## src/rtl/rbk_pkg.sv

```systemverilog
package rbk_pkg;
    localparam int          DW          = 8;
    localparam int          AW          = 8;
    localparam logic [7:0]  ADDR_MASK   = 8'h02;
    localparam logic [7:0]  ADDR_ENCTL  = 8'h03;
    localparam logic [7:0]  MASK_DFLT   = 8'hC0;
    localparam logic [7:0]  ENCTL_DFLT  = 8'hFF;
    localparam int          N_FAULT     = 7;
    localparam int          EN_LO       = 1;
    localparam int          EN_HI       = 5;
    localparam int          N_RAIL      = EN_HI - EN_LO + 1;
endpackage

```

## src/rtl/rbk_mask_reg.sv

```systemverilog
module rbk_mask_reg #(
    parameter int             DW   = 8,
    parameter int             AW   = 8,
    parameter logic [AW-1:0]  ADDR = 8'h02,
    parameter logic [DW-1:0]  DFLT = 8'hC0
) (
    input  logic          clk,
    input  logic          rst_n,
    input  logic          uvlo,
    input  logic          wr_en,
    input  logic [AW-1:0] addr,
    input  logic [DW-1:0] wdata,
    output logic [DW-1:0] mask_q
);
    logic [DW-1:1] bits_q;
    logic          hit;

    assign hit = wr_en && (addr == ADDR);

    always_ff @(posedge clk or negedge rst_n) begin
        if (!rst_n) begin
            bits_q <= DFLT[DW-1:1];
        end else if (uvlo) begin
            bits_q <= DFLT[DW-1:1];
        end else if (hit) begin
            bits_q <= wdata[DW-1:1];
        end
    end

    assign mask_q = {bits_q, DFLT[0]};

    // undervoltage reload of the mask
    a_r5_mask_uvlo: assert property (@(posedge clk) disable iff (!rst_n)
        uvlo |=> (bits_q == DFLT[DW-1:1]));

    // a mask write lands on the next edge
    a_r1_mask_write: assert property (@(posedge clk) disable iff (!rst_n)
        (hit && !uvlo) |=> (bits_q == $past(wdata[DW-1:1])));
endmodule

```

## src/rtl/rbk_enctl_reg.sv

```systemverilog
module rbk_enctl_reg #(
    parameter int             DW   = 8,
    parameter int             AW   = 8,
    parameter logic [AW-1:0]  ADDR = 8'h03,
    parameter logic [DW-1:0]  DFLT = 8'hFF,
    parameter int             LO   = 1,
    parameter int             HI   = 5,
    localparam int            NB   = HI - LO + 1
) (
    input  logic          clk,
    input  logic          rst_n,
    input  logic          uvlo,
    input  logic          wr_en,
    input  logic [AW-1:0] addr,
    input  logic [DW-1:0] wdata,
    input  logic [NB-1:0] pin_vec,
    output logic [DW-1:0] reg_q,
    output logic [NB-1:0] gated
);
    logic [NB-1:0] bits_q;
    logic          hit;

    assign hit = wr_en && (addr == ADDR);

    for (genvar i = 0; i < NB; i++) begin : g_bit
        always_ff @(posedge clk or negedge rst_n) begin
            if (!rst_n) begin
                bits_q[i] <= DFLT[LO+i];
            end else if (uvlo) begin
                bits_q[i] <= DFLT[LO+i];
            end else if (!pin_vec[i]) begin
                bits_q[i] <= 1'b1;
            end else if (hit) begin
                bits_q[i] <= wdata[LO+i];
            end
        end

        // a low pin restores its bit on the next edge
        a_r6_pin_restore: assert property (@(posedge clk) disable iff (!rst_n)
            !pin_vec[i] |=> bits_q[i]);
    end

    always_comb begin
        reg_q = DFLT;
        reg_q[HI:LO] = bits_q;
    end

    assign gated = bits_q & pin_vec;

    // undervoltage reload of the enable bits
    a_r5_enctl_uvlo: assert property (@(posedge clk) disable iff (!rst_n)
        uvlo |=> (bits_q == DFLT[HI:LO]));
endmodule

```

## src/rtl/rbk_irq.sv

```systemverilog
module rbk_irq #(
    parameter int NF = 7
) (
    input  logic          clk,
    input  logic          rst_n,
    input  logic [NF-1:0] fault,
    input  logic [NF-1:0] mask_bits,
    output logic          irq_n
);
    logic [NF-1:0] live;

    assign live = fault & ~mask_bits;

    always_ff @(posedge clk or negedge rst_n) begin
        if (!rst_n) begin
            irq_n <= 1'b1;
        end else begin
            irq_n <= ~(|live);
        end
    end

    // interrupt follows the unmasked fault set one cycle later
    a_r8_irq_set: assert property (@(posedge clk) disable iff (!rst_n)
        (|(fault & ~mask_bits)) |=> !irq_n);
    a_r8_irq_clear: assert property (@(posedge clk) disable iff (!rst_n)
        ((fault & ~mask_bits) == '0) |=> irq_n);
endmodule

```

## src/rtl/pmc_supply_regbank.sv

```systemverilog
module pmc_supply_regbank
    import rbk_pkg::*;
(
    input  logic              clk,
    input  logic              rst_n,
    input  logic              uvlo,
    input  logic              wr_en,
    input  logic [AW-1:0]     addr,
    input  logic [DW-1:0]     wdata,
    output logic [DW-1:0]     rdata,
    input  logic [2:0]        dcdc_pin,
    input  logic              ldo_pin,
    input  logic [N_FAULT-1:0] fault,
    output logic [N_RAIL-1:0] rail_on,
    output logic              irq_n
);
    logic [DW-1:0]     mask_q;
    logic [DW-1:0]     enctl_q;
    logic [N_RAIL-1:0] pin_vec;

    assign pin_vec = {dcdc_pin[2], dcdc_pin[1], dcdc_pin[0], ldo_pin, ldo_pin};

    rbk_mask_reg #(
        .DW(DW), .AW(AW), .ADDR(ADDR_MASK), .DFLT(MASK_DFLT)
    ) u_mask (
        .clk(clk), .rst_n(rst_n), .uvlo(uvlo), .wr_en(wr_en),
        .addr(addr), .wdata(wdata), .mask_q(mask_q)
    );

    rbk_enctl_reg #(
        .DW(DW), .AW(AW), .ADDR(ADDR_ENCTL), .DFLT(ENCTL_DFLT),
        .LO(EN_LO), .HI(EN_HI)
    ) u_enctl (
        .clk(clk), .rst_n(rst_n), .uvlo(uvlo), .wr_en(wr_en),
        .addr(addr), .wdata(wdata), .pin_vec(pin_vec),
        .reg_q(enctl_q), .gated(rail_on)
    );

    rbk_irq #(
        .NF(N_FAULT)
    ) u_irq (
        .clk(clk), .rst_n(rst_n), .fault(fault),
        .mask_bits(mask_q[N_FAULT:1]), .irq_n(irq_n)
    );

    always_comb begin
        unique case (addr)
            ADDR_MASK:  rdata = mask_q;
            ADDR_ENCTL: rdata = enctl_q;
            default:    rdata = '0;
        endcase
    end
endmodule

```

## config.mk

```make
export PLATFORM = sky130hd
export DESIGN_NAME = pmc_supply_regbank
export DESIGN_NICKNAME = d
export VERILOG_FILES = /design/src/rtl/rbk_pkg.sv /design/src/rtl/rbk_mask_reg.sv /design/src/rtl/rbk_enctl_reg.sv /design/src/rtl/rbk_irq.sv /design/src/rtl/pmc_supply_regbank.sv
export SDC_FILE = /design/constraint.sdc
export NUM_CORES = 1
export LEC_CHECK = 0
export BUFFER_PORTS_ARGS = -buffer_cell sky130_fd_sc_hd__buf_2
export CORE_MARGIN = 2
export CORE_UTILIZATION = 35
export CTS_BUF_LIST = sky130_fd_sc_hd__clkbuf_4
export CTS_CLUSTER_SIZE = 16
export DETAILED_ROUTE_END_ITERATION = 10
export PLACE_DENSITY = 0.64
export SLEW_MARGIN = 40
export SYNTH_ARGS = -nofsm -noshare
export SYNTH_HDL_FRONTEND = slang
export SYNTH_SLANG_ARGS = --single-unit
```

## constraint.sdc

```tcl
create_clock -name clk -period 1.48 [get_ports clk]
set_clock_uncertainty 0.1 [all_clocks]
set_input_delay 0.296 -clock clk [delete_from_list [all_inputs] [get_ports clk]]
set_output_delay 0.296 -clock clk [all_outputs]
set_load 0.01 [all_outputs]
```

==> metrics.txt, run 1 <==
largest family of logic cells by synthesized area=simple AND/OR/NAND/NOR gates; vias in the first global route=771; share of layout cells above drive strength 1=0.476; CTS buffer count=3; mapped cell area=856 sq um; Reg2Reg Depth=2; reg-to-reg endpoint=u_irq.irq_n$_DFF_PN1_; Detail Placement HPWL=1550 um; routed length on met1=924 um; Seq/Total Area, Yosys=0.392; Synth top area share=0.246; Synth Area in XOR/XNOR=0; warnings from Yosys=0; total power=740 uW; die area=0.00286 sq mm; Clock Pin Slew Worst Setup and Hold Paths=0.08 ns; LEAKAGE=0.664 nW; Final setup viols=8; Avg Synthesized Cell Area=9.10 sq um; Compound-Gate Fraction of Synth Area=0.0219; startpoint class of the critical path=register; syn nets=125; DRT Pass-1 Iters=4; # clock sinks=13; Setup Crit Path Kind=register to primary output; Power Dens Cells=604 mW/mm^2; # DRC=0; post-synth cell types=19; DR WL/cell=12.3 um; Hold EP=u_mask.bits_q[7]$_DFFE_PN1P_; commonest non-fill, non-tap cell in the layout=buf_2; Worst-Margin Slew=0.284 ns; Worst R2R Setup Slack=0.39 ns; Clock Latency Late Sink=0.28 ns; register bit total from synthesis=13; met3 wire length=177 um; total grt overflow=0; GRT Total Usage=0.164; Worst Hold Class=primary input to register; Die Height=53.5 um; fillers=223; multiplexer share of the synthesized area=0.199; pin count of the biggest net entering global routing=19; Fin. Hold Viols=0; PortBufs=43; CP max-delay cell=dfstp_2; Die X=53.5 um; nets@finish=175; crit-path max FO=3; status=complete, but fails checks; Routed Wire Length=2100 um; Core Rows=17; DR vias=817; fin cells=171; CTS tree=done; most frequent cells in the layout=buf_2, nor2_1, mux2i_1, nand2b_1, dfstp_2; max layer used=met4; top cell type by total area after synthesis=dfstp_2; Rel. slew slack=0.808; routability cong.=0.705; Initial Util=0.380; Layout Utilization=0.543; Mapped Cells=94; P&R area growth vs syn=43.1%; simple-gate portion of the synthesized area=0.330; R2R Path Start=u_mask.bits_q[6]$_DFFE_PN1P_; Tmin final=1.53 ns; RSZ-0062 raised after global routing=true; critical path, cell by cell=mux2i_1, nor2_1, buf_2; Final ANT Viol Nets=0; Synth Area in Adders=0; n_diodes=0; routed wl met2=950 um; Critical Path RT=1.08 ns; Synth area leaders=dfstp_2, mux2i_1, dfrtp_1; initial drt markers=11; maximum vdd ir drop=0.000354 V; maximum clock path buffer count=2; fin crit share=1.03; # Max-Cap Violations=0; final hold slack=0.166 ns; kind of end point of the critical path=primary output; final count of pins violating max slew=0; IO Pins=45; Placeable Area=0.00225 sq mm; CP max stage delay=0.54 ns; Final WS setup=-0.0509 ns; antenna violations before repair=0; failing checks=setup timing; H-Tree Depth=1; fmax=653 MHz; Vias/cell=4.78; hold path start=wdata[7]; Clock Tree Root=clkbuf_4; placed insts=165; worst endpoint data arrival time=1.13 ns; first-pass GRT wire length=3280 um; Hold Crit Depth=3
cells in the mapped netlist:
master,count
nand2_1,1
nor4_4,1
nor3b_1,1
nand2b_1,14
nor2b_1,1
buf_4,1
dfstp_2,8
and3_1,1
nor2_1,24
buf_6,1
and2_1,5
mux2i_1,17
o22ai_1,3
nor4_1,1
nor4bb_1,1
dfrtp_1,5
clkbuf_1,1
nand4_2,1
inv_1,7
sequential cells by signal, indices dropped and copies added (netlist names):
register,flops
u_enctl.reg_q,5
u_irq.irq_n,1
u_mask.bits_q,7
kinds of logic (layout without fill, tap and decap cells):
group / after synthesis / after routing
buffers and inverters: 10 / 59
AO/OA/AOI/OAI: 3 / 3
flip-flops: 13 / 13
multiplexers: 17 / 17
AND/OR/NAND/NOR: 51 / 51
metrics by stage:
step                      TNS, ns  instance area [sq um]  setup WS, ns
after detailed placement    -2.23                   1120        -0.212
final                      -0.260                   1220       -0.0509
after CTS                  -0.339                   1190       -0.0647
after floorplan                 0                    856        0.0900
after global placement      -1.65                   1120        -0.168
after global routing       -0.923                   1220        -0.126
per-layer routing:
layer  global-route usage  up-vias
li1                     -      407
met1                0.200      370
met2                0.272       36
met3               0.0339        4
met4               0.0769        0
met5                    0        -
worst max-delay path: cells and delay by family, from the launching register on:
family        cells  cell delay [ns]
flops             1             0.54
simple gates      1             0.11
mux               1             0.07
buf+inv           1             0.14
area by class of cell:
class / count / area (sq um) / share of cell area
Clock buffer: 4 / 30.0 / 0.0245
Multi-Input combinational cell: 71 / 499 / 0.408
Sequential cell: 13 / 335 / 0.274
Timing Repair Buffer: 48 / 299 / 0.244
Tap cell: 28 / 35.0 / 0.0286
Inverter: 7 / 26.3 / 0.0215
power breakdown:
| group | total, mW | internal, mW | switching, mW |
|---|---|---|---|
| Combinational | 0.139 | 0.0756 | 0.0638 |
| Sequential | 0.358 | 0.357 | 0.000322 |
| Clock | 0.243 | 0.123 | 0.120 |
| Total | 0.740 | 0.556 | 0.184 |
how the worst max path moves through the flow:
stage / from / end / depth (start not counted)
floorplan: addr[5] / rdata[1] / 3
global placement: addr[5] / rdata[3] / 5
detailed placement: addr[3] / rdata[1] / 5
CTS: u_enctl.reg_q[1]$_DFFE_PN1P_ / rdata[1] / 3
global route: addr[6] / rdata[3] / 5
finish: u_enctl.reg_q[1]$_DFFE_PN1P_ / rdata[1] / 3
what timing repair did:
item                       CTS  global route
hold endpoints to repair     5             0
hold buffers                 1             0
setup buffers                1             0
resized for setup            4             9
gates cloned                 0             0
pin swaps                    7             3
setup endpoints to repair    8            12
Power figures use the tool's default switching activity.
==> run 2, diff against run 1 <==
--- a/constraint.sdc
+++ b/constraint.sdc
@@ -3,3 +3,3 @@
 set_input_delay 0.296 -clock clk [delete_from_list [all_inputs] [get_ports clk]]
 set_output_delay 0.296 -clock clk [all_outputs]
-set_load 0.01 [all_outputs]
+set_load 0.02 [all_outputs]
==> run 2 against run 1 <==
Effect of this change: the flow still finishes with violations (setup timing); core utilization increased by 2.4 points; sequential power about the same; wire length increased by 2.1%; final cell count unchanged; via count increased by 2.0%; critical path depth increased by 2; die area unchanged; largest cell class unchanged; highest routed layer unchanged.
==> metrics.txt, run 2 (same netlist as run 1, synthesis figures left out) <==
share of layout cells above drive strength 1=0.497; fin crit share=1.05; DR WL/cell=12.5 um; DRT Pass-1 Iters=4; Tmin final=1.55 ns; vias in the first global route=762; routability cong.=0.705; fmax=644 MHz; # DRC=0; nets@finish=175; DR vias=833; total grt overflow=0; Clock Latency Late Sink=0.27 ns; Final ANT Viol Nets=0; max reg flops=7; clock power share=0.314; Setup Crit Path Kind=primary input to primary output; IO Pins=45; fin cells=171; # Max-Cap Violations=0; H-Tree Depth=1; Combinational Power Share=0.207; R2R Path Start=u_mask.bits_q[6]$_DFFE_PN1P_; Clock Pin Slew Worst Setup and Hold Paths=0.08 ns; Critical Path RT=1.08 ns; PortBufs=43; Power Dens Cells=585 mW/mm^2; antenna violations before repair=0; Worst Hold Class=primary input to register; final count of pins violating max slew=0; Initial Util=0.380; Rel. slew slack=0.795; initial drt markers=17; Final setup viols=8; Detail Placement HPWL=1570 um; CP max-delay cell=nor4_4; Flop pwr share=0.478; Clock Tree Root=clkbuf_4; Final WS setup=-0.0738 ns; Reg with most FFs=u_mask.bits_q; n_diodes=0; GRT Total Usage=0.162; pin count of the biggest net entering global routing=19; CTS buffer count=3; most frequent cells in the layout=buf_2, nor2_1, mux2i_1, nand2b_1; die area=0.00286 sq mm; placed insts=165; reg-to-reg endpoint=u_irq.irq_n$_DFF_PN1_; Core Rows=17; total power=748 uW; Placeable Area=0.00225 sq mm; Die X=53.5 um; CP max stage delay=0.33 ns; Worst R2R Setup Slack=0.39 ns; worst endpoint data arrival time=1.16 ns; crit path from=addr[4]; crit-path max FO=8; status=complete, but fails checks; Die Height=53.5 um; RSZ-0062 raised after global routing=true; Fin. Hold Viols=0; first-pass GRT wire length=3290 um; maximum vdd ir drop=0.000358 V; LEAKAGE=0.664 nW; crit path to=rdata[7]; Switching Share=0.249; failing checks=setup timing; Worst-Margin Slew=0.307 ns; Routed Wire Length=2140 um; kind of end point of the critical path=primary output; setup tns final=-0.520 ns; P&R area growth vs syn=49.4%; commonest non-fill, non-tap cell in the layout=buf_2; Net Switching=186 uW; fillers=212; Reg2Reg Depth=2; critical path, cell by cell=buf_6, nor4_4, nand2_4, nor2_1, buf_4; cell-internal power=562 uW; maximum clock path buffer count=2; startpoint class of the critical path=primary input; # clock sinks=13; Vias/cell=4.87; CTS tree=done
==> run 2: cell counts in the layout (fill, tap and decap cells not counted) <==
Identical to the previous run, type by type.
==> run 2: layout make-up <==
cell class | instances | area [sq um] | share of cell area
multi-input combinational | 71 | 513 | 0.401
sequential | 13 | 335 | 0.262
timing repair buffer | 48 | 339 | 0.265
clock buffer | 4 | 30.0 | 0.0235
inverter | 7 | 26.3 | 0.0205
tap | 28 | 35.0 | 0.0274
==> run 2: how the worst min path moves through the flow <==
stage	startpoint	endpoint	slack, ns	cells after the start
after floorplan	rst_n	u_mask.bits_q[1]$_DFFE_PN0P_	-0.1	0
after global placement	rst_n	u_mask.bits_q[4]$_DFFE_PN0P_	0.1	1
after detailed placement	rst_n	u_mask.bits_q[4]$_DFFE_PN0P_	0.10	1
after CTS	wdata[6]	u_mask.bits_q[6]$_DFFE_PN1P_	0.17	3
after global routing	wdata[3]	u_mask.bits_q[3]$_DFFE_PN0P_	0.19	3
final	wdata[7]	u_mask.bits_q[7]$_DFFE_PN1P_	0.18	3
==> run 2: metal layers <==
| layer | vias up | share of wire | GRT usage |
|---|---|---|---|
| li1 | 406 | - | - |
| met1 | 389 | 0.44 | 0.208 |
| met2 | 36 | 0.47 | 0.265 |
| met3 | 2 | 0.087 | 0.0367 |
| met4 | 0 | 0.0033 | 0.0513 |
| met5 | - | 0 | 0 |
==> run 2: timing repair <==
item                                    in CTS  in global routing
resized for setup                           19                 15
pin swaps                                    8                  5
endpoints found under the setup margin      13                 13
hold buffers                                 1                  0
buffers inserted                             1                  0
hold endpoints to repair                     5                  0
==> run 2: worst max-delay path, delay by kind of cell <==
kind | cells | cell delay [ns]
AND/OR/NAND/NOR | 3 | 0.61
buffers and inverters | 2 | 0.25
==> run 2: power by group through the flow <==
stage	logic, mW	registers [mW]	clock network [mW]
2_1_floorplan	0.0597	0.364	0
3_3_place_gp	0.126	0.364	0
3_5_place_dp	0.129	0.364	0
4_1_cts	0.143	0.358	0.249
5_1_grt	0.170	0.358	0.265
6_report	0.155	0.358	0.235
==> run 2: metrics by stage <==
stage               setup WS [ns]  instance area (sq um)  utilization  hold WS, ns
floorplan                 -0.0320                    856            -      -0.0996
global placement           -0.200                   1120        0.496        0.100
detailed placement         -0.229                   1120        0.496        0.103
CTS                        -0.101                   1220        0.543        0.175
global route               -0.141                   1280        0.567        0.185
finish                    -0.0738                   1280        0.567        0.182
==> run 3, diff against run 2 <==
Settings changed: CORE_UTILIZATION 35 to 25, PLACE_DENSITY 0.64 to 0.49.
==> run 3 against run 2 <==
Effect of this change: largest power group unchanged; sequential share of layout area up 0.13 points; combinational power about the same; clock power about the same; the flow still finishes with violations (setup timing).
==> metrics.txt, run 3 (same netlist as run 1, synthesis figures left out) <==
status=complete, but fails checks; failing checks=setup timing; # DRC=0; vias in the first global route=825; Worst R2R Setup Slack=0.39 ns; Rel. slew slack=0.797; PortBufs=43; Fin. Hold Viols=0; Clock Pin Slew Worst Setup and Hold Paths=0.08 ns; CP max stage delay=0.34 ns; Clock Tree Root=clkbuf_4; cell-internal power=561 uW; Design Area, Final=0.00127 sq mm; # Max-Cap Violations=0; multi-input logic area=499 sq um; Worst-Margin Slew=0.302 ns; Die Height=62.5 um; total power=745 uW; die area=0.00391 sq mm; Worst Hold Class=primary input to register; Final setup viols=8; Setup Crit Path Kind=primary input to primary output; DRT Pass-1 Iters=4; Buffers & Inverters on Critical Path=2; nets@finish=174; RSZ-0062 raised after global routing=true; LEAKAGE=0.667 nW; crit-path max FO=8; P&R area growth vs syn=48.7%; register area=335 sq um; Net Switching=184 uW; commonest non-fill, non-tap cell in the layout=buf_2; final count of pins violating max slew=0; share of layout cells above drive strength 1=0.479; routability cong.=0.766; Power Dens Cells=586 mW/mm^2; final hold slack=0.166 ns; CTS tree=done; area post-placement=0.00114 sq mm; GRT Total Usage=0.121; H-Tree Depth=1; most frequent cells in the layout=buf_2, nor2_1, mux2i_1, nand2b_1, buf_4; Combinational Power Share=0.204; Switching Share=0.247; initial drt markers=33; Layout Utilization=0.384; Routed Wire Length=2250 um; total grt overflow=0; Clock Latency Late Sink=0.27 ns; Tmin final=1.56 ns; Final ANT Viol Nets=0; Initial Util=0.259; placed insts=183; clock power share=0.317; IO Pins=45; DR vias=812; fin crit share=1.05; fin cells=188; delay-heaviest family, CP=simple AND/OR/NAND/NOR gates; Vias/cell=4.32; CTS buffer count=3; DR WL/cell=12.0 um; antenna violations before repair=0; fmax=641 MHz; Final WS setup=-0.0802 ns; n_diodes=0; pin count of the biggest net entering global routing=19; Flop pwr share=0.480; Reg with most FFs=u_mask.bits_q; setup bufs post-CTS=0; maximum vdd ir drop=0.000217 V; max reg flops=7; Placeable Area=0.00331 sq mm; worst endpoint data arrival time=1.16 ns; CP max-delay cell=nor4_4; # clock sinks=13; kind of end point of the critical path=primary output; Core Rows=21; maximum clock path buffer count=2; Die X=62.5 um; pre-CTS setup slack=-0.251 ns; setup tns final=-0.587 ns; Critical Path RT=1.08 ns; startpoint class of the critical path=primary input; fillers=366; critical path, cell by cell=buf_6, nor4_4, nand2_4, nor2_1, buf_4; first-pass GRT wire length=3680 um
[run 3: cell count changes in the layout (fill, tap and decap cells not counted)]
cell,change
and3_4,-1
buf_6,-2
nor2_1,+1
and2_1,-1
and2_4,+1
and3_1,+1
buf_4,+1
mux2i_1,+1
mux2i_2,-1
nor2_4,-1
[run 3: cell type report]
cell class              count  area share
clock buffers               4      0.0236
inverters                   7      0.0206
multi-input cells          71       0.392
flip-flops and latches     13       0.264
well taps                  46      0.0452
repair buffers             47       0.255
[run 3: path summary, 6_finish.rpt]
check / start / end / depth (start not counted)
max in group asynchronous: rst_n / u_mask.bits_q[6]$_DFFE_PN1P_ / 2
min: wdata[7] / u_mask.bits_q[7]$_DFFE_PN1P_ / 3
min in group asynchronous: rst_n / u_mask.bits_q[1]$_DFFE_PN0P_ / 2
max reg2reg: u_mask.bits_q[6]$_DFFE_PN1P_ / u_irq.irq_n$_DFF_PN1_ / 2
max: addr[4] / rdata[7] / 5
min reg2reg: u_mask.bits_q[7]$_DFFE_PN1P_ / u_mask.bits_q[7]$_DFFE_PN1P_ / 2
[run 3: timing repair]
action / CTS / global route
endpoints found under the hold margin: 5 / 0
hold buffers: 1 / 0
endpoints found under the setup margin: 13 / 13
pin swaps: 9 / 5
gates resized for setup: 26 / 3
[run 3: layer usage]
| metal | vias up | track usage | wire length, um |
|---|---|---|---|
| met3 | 2 | 0.0288 | 114 |
| met5 | - | 0 | 0 |
| met2 | 27 | 0.219 | 1180 |
| met4 | 0 | 0.0583 | 21 |
| met1 | 377 | 0.132 | 941 |
| li1 | 406 | - | - |
[run 3: worst reg2reg max path, cell delays in order, from the launching register on]
cell and delay [ns]:
dfstp_2 0.55, o22ai_1 0.09, nor4_1 0.26
[run 3: power by group through the flow]
stage	Combinational, mW	Clock [mW]	Sequential, mW
after floorplan	0.0597	0	0.364
after global placement	0.128	0	0.364
after detailed placement	0.130	0	0.364
after CTS	0.152	0.259	0.358
after global routing	0.166	0.263	0.358
final	0.152	0.236	0.358
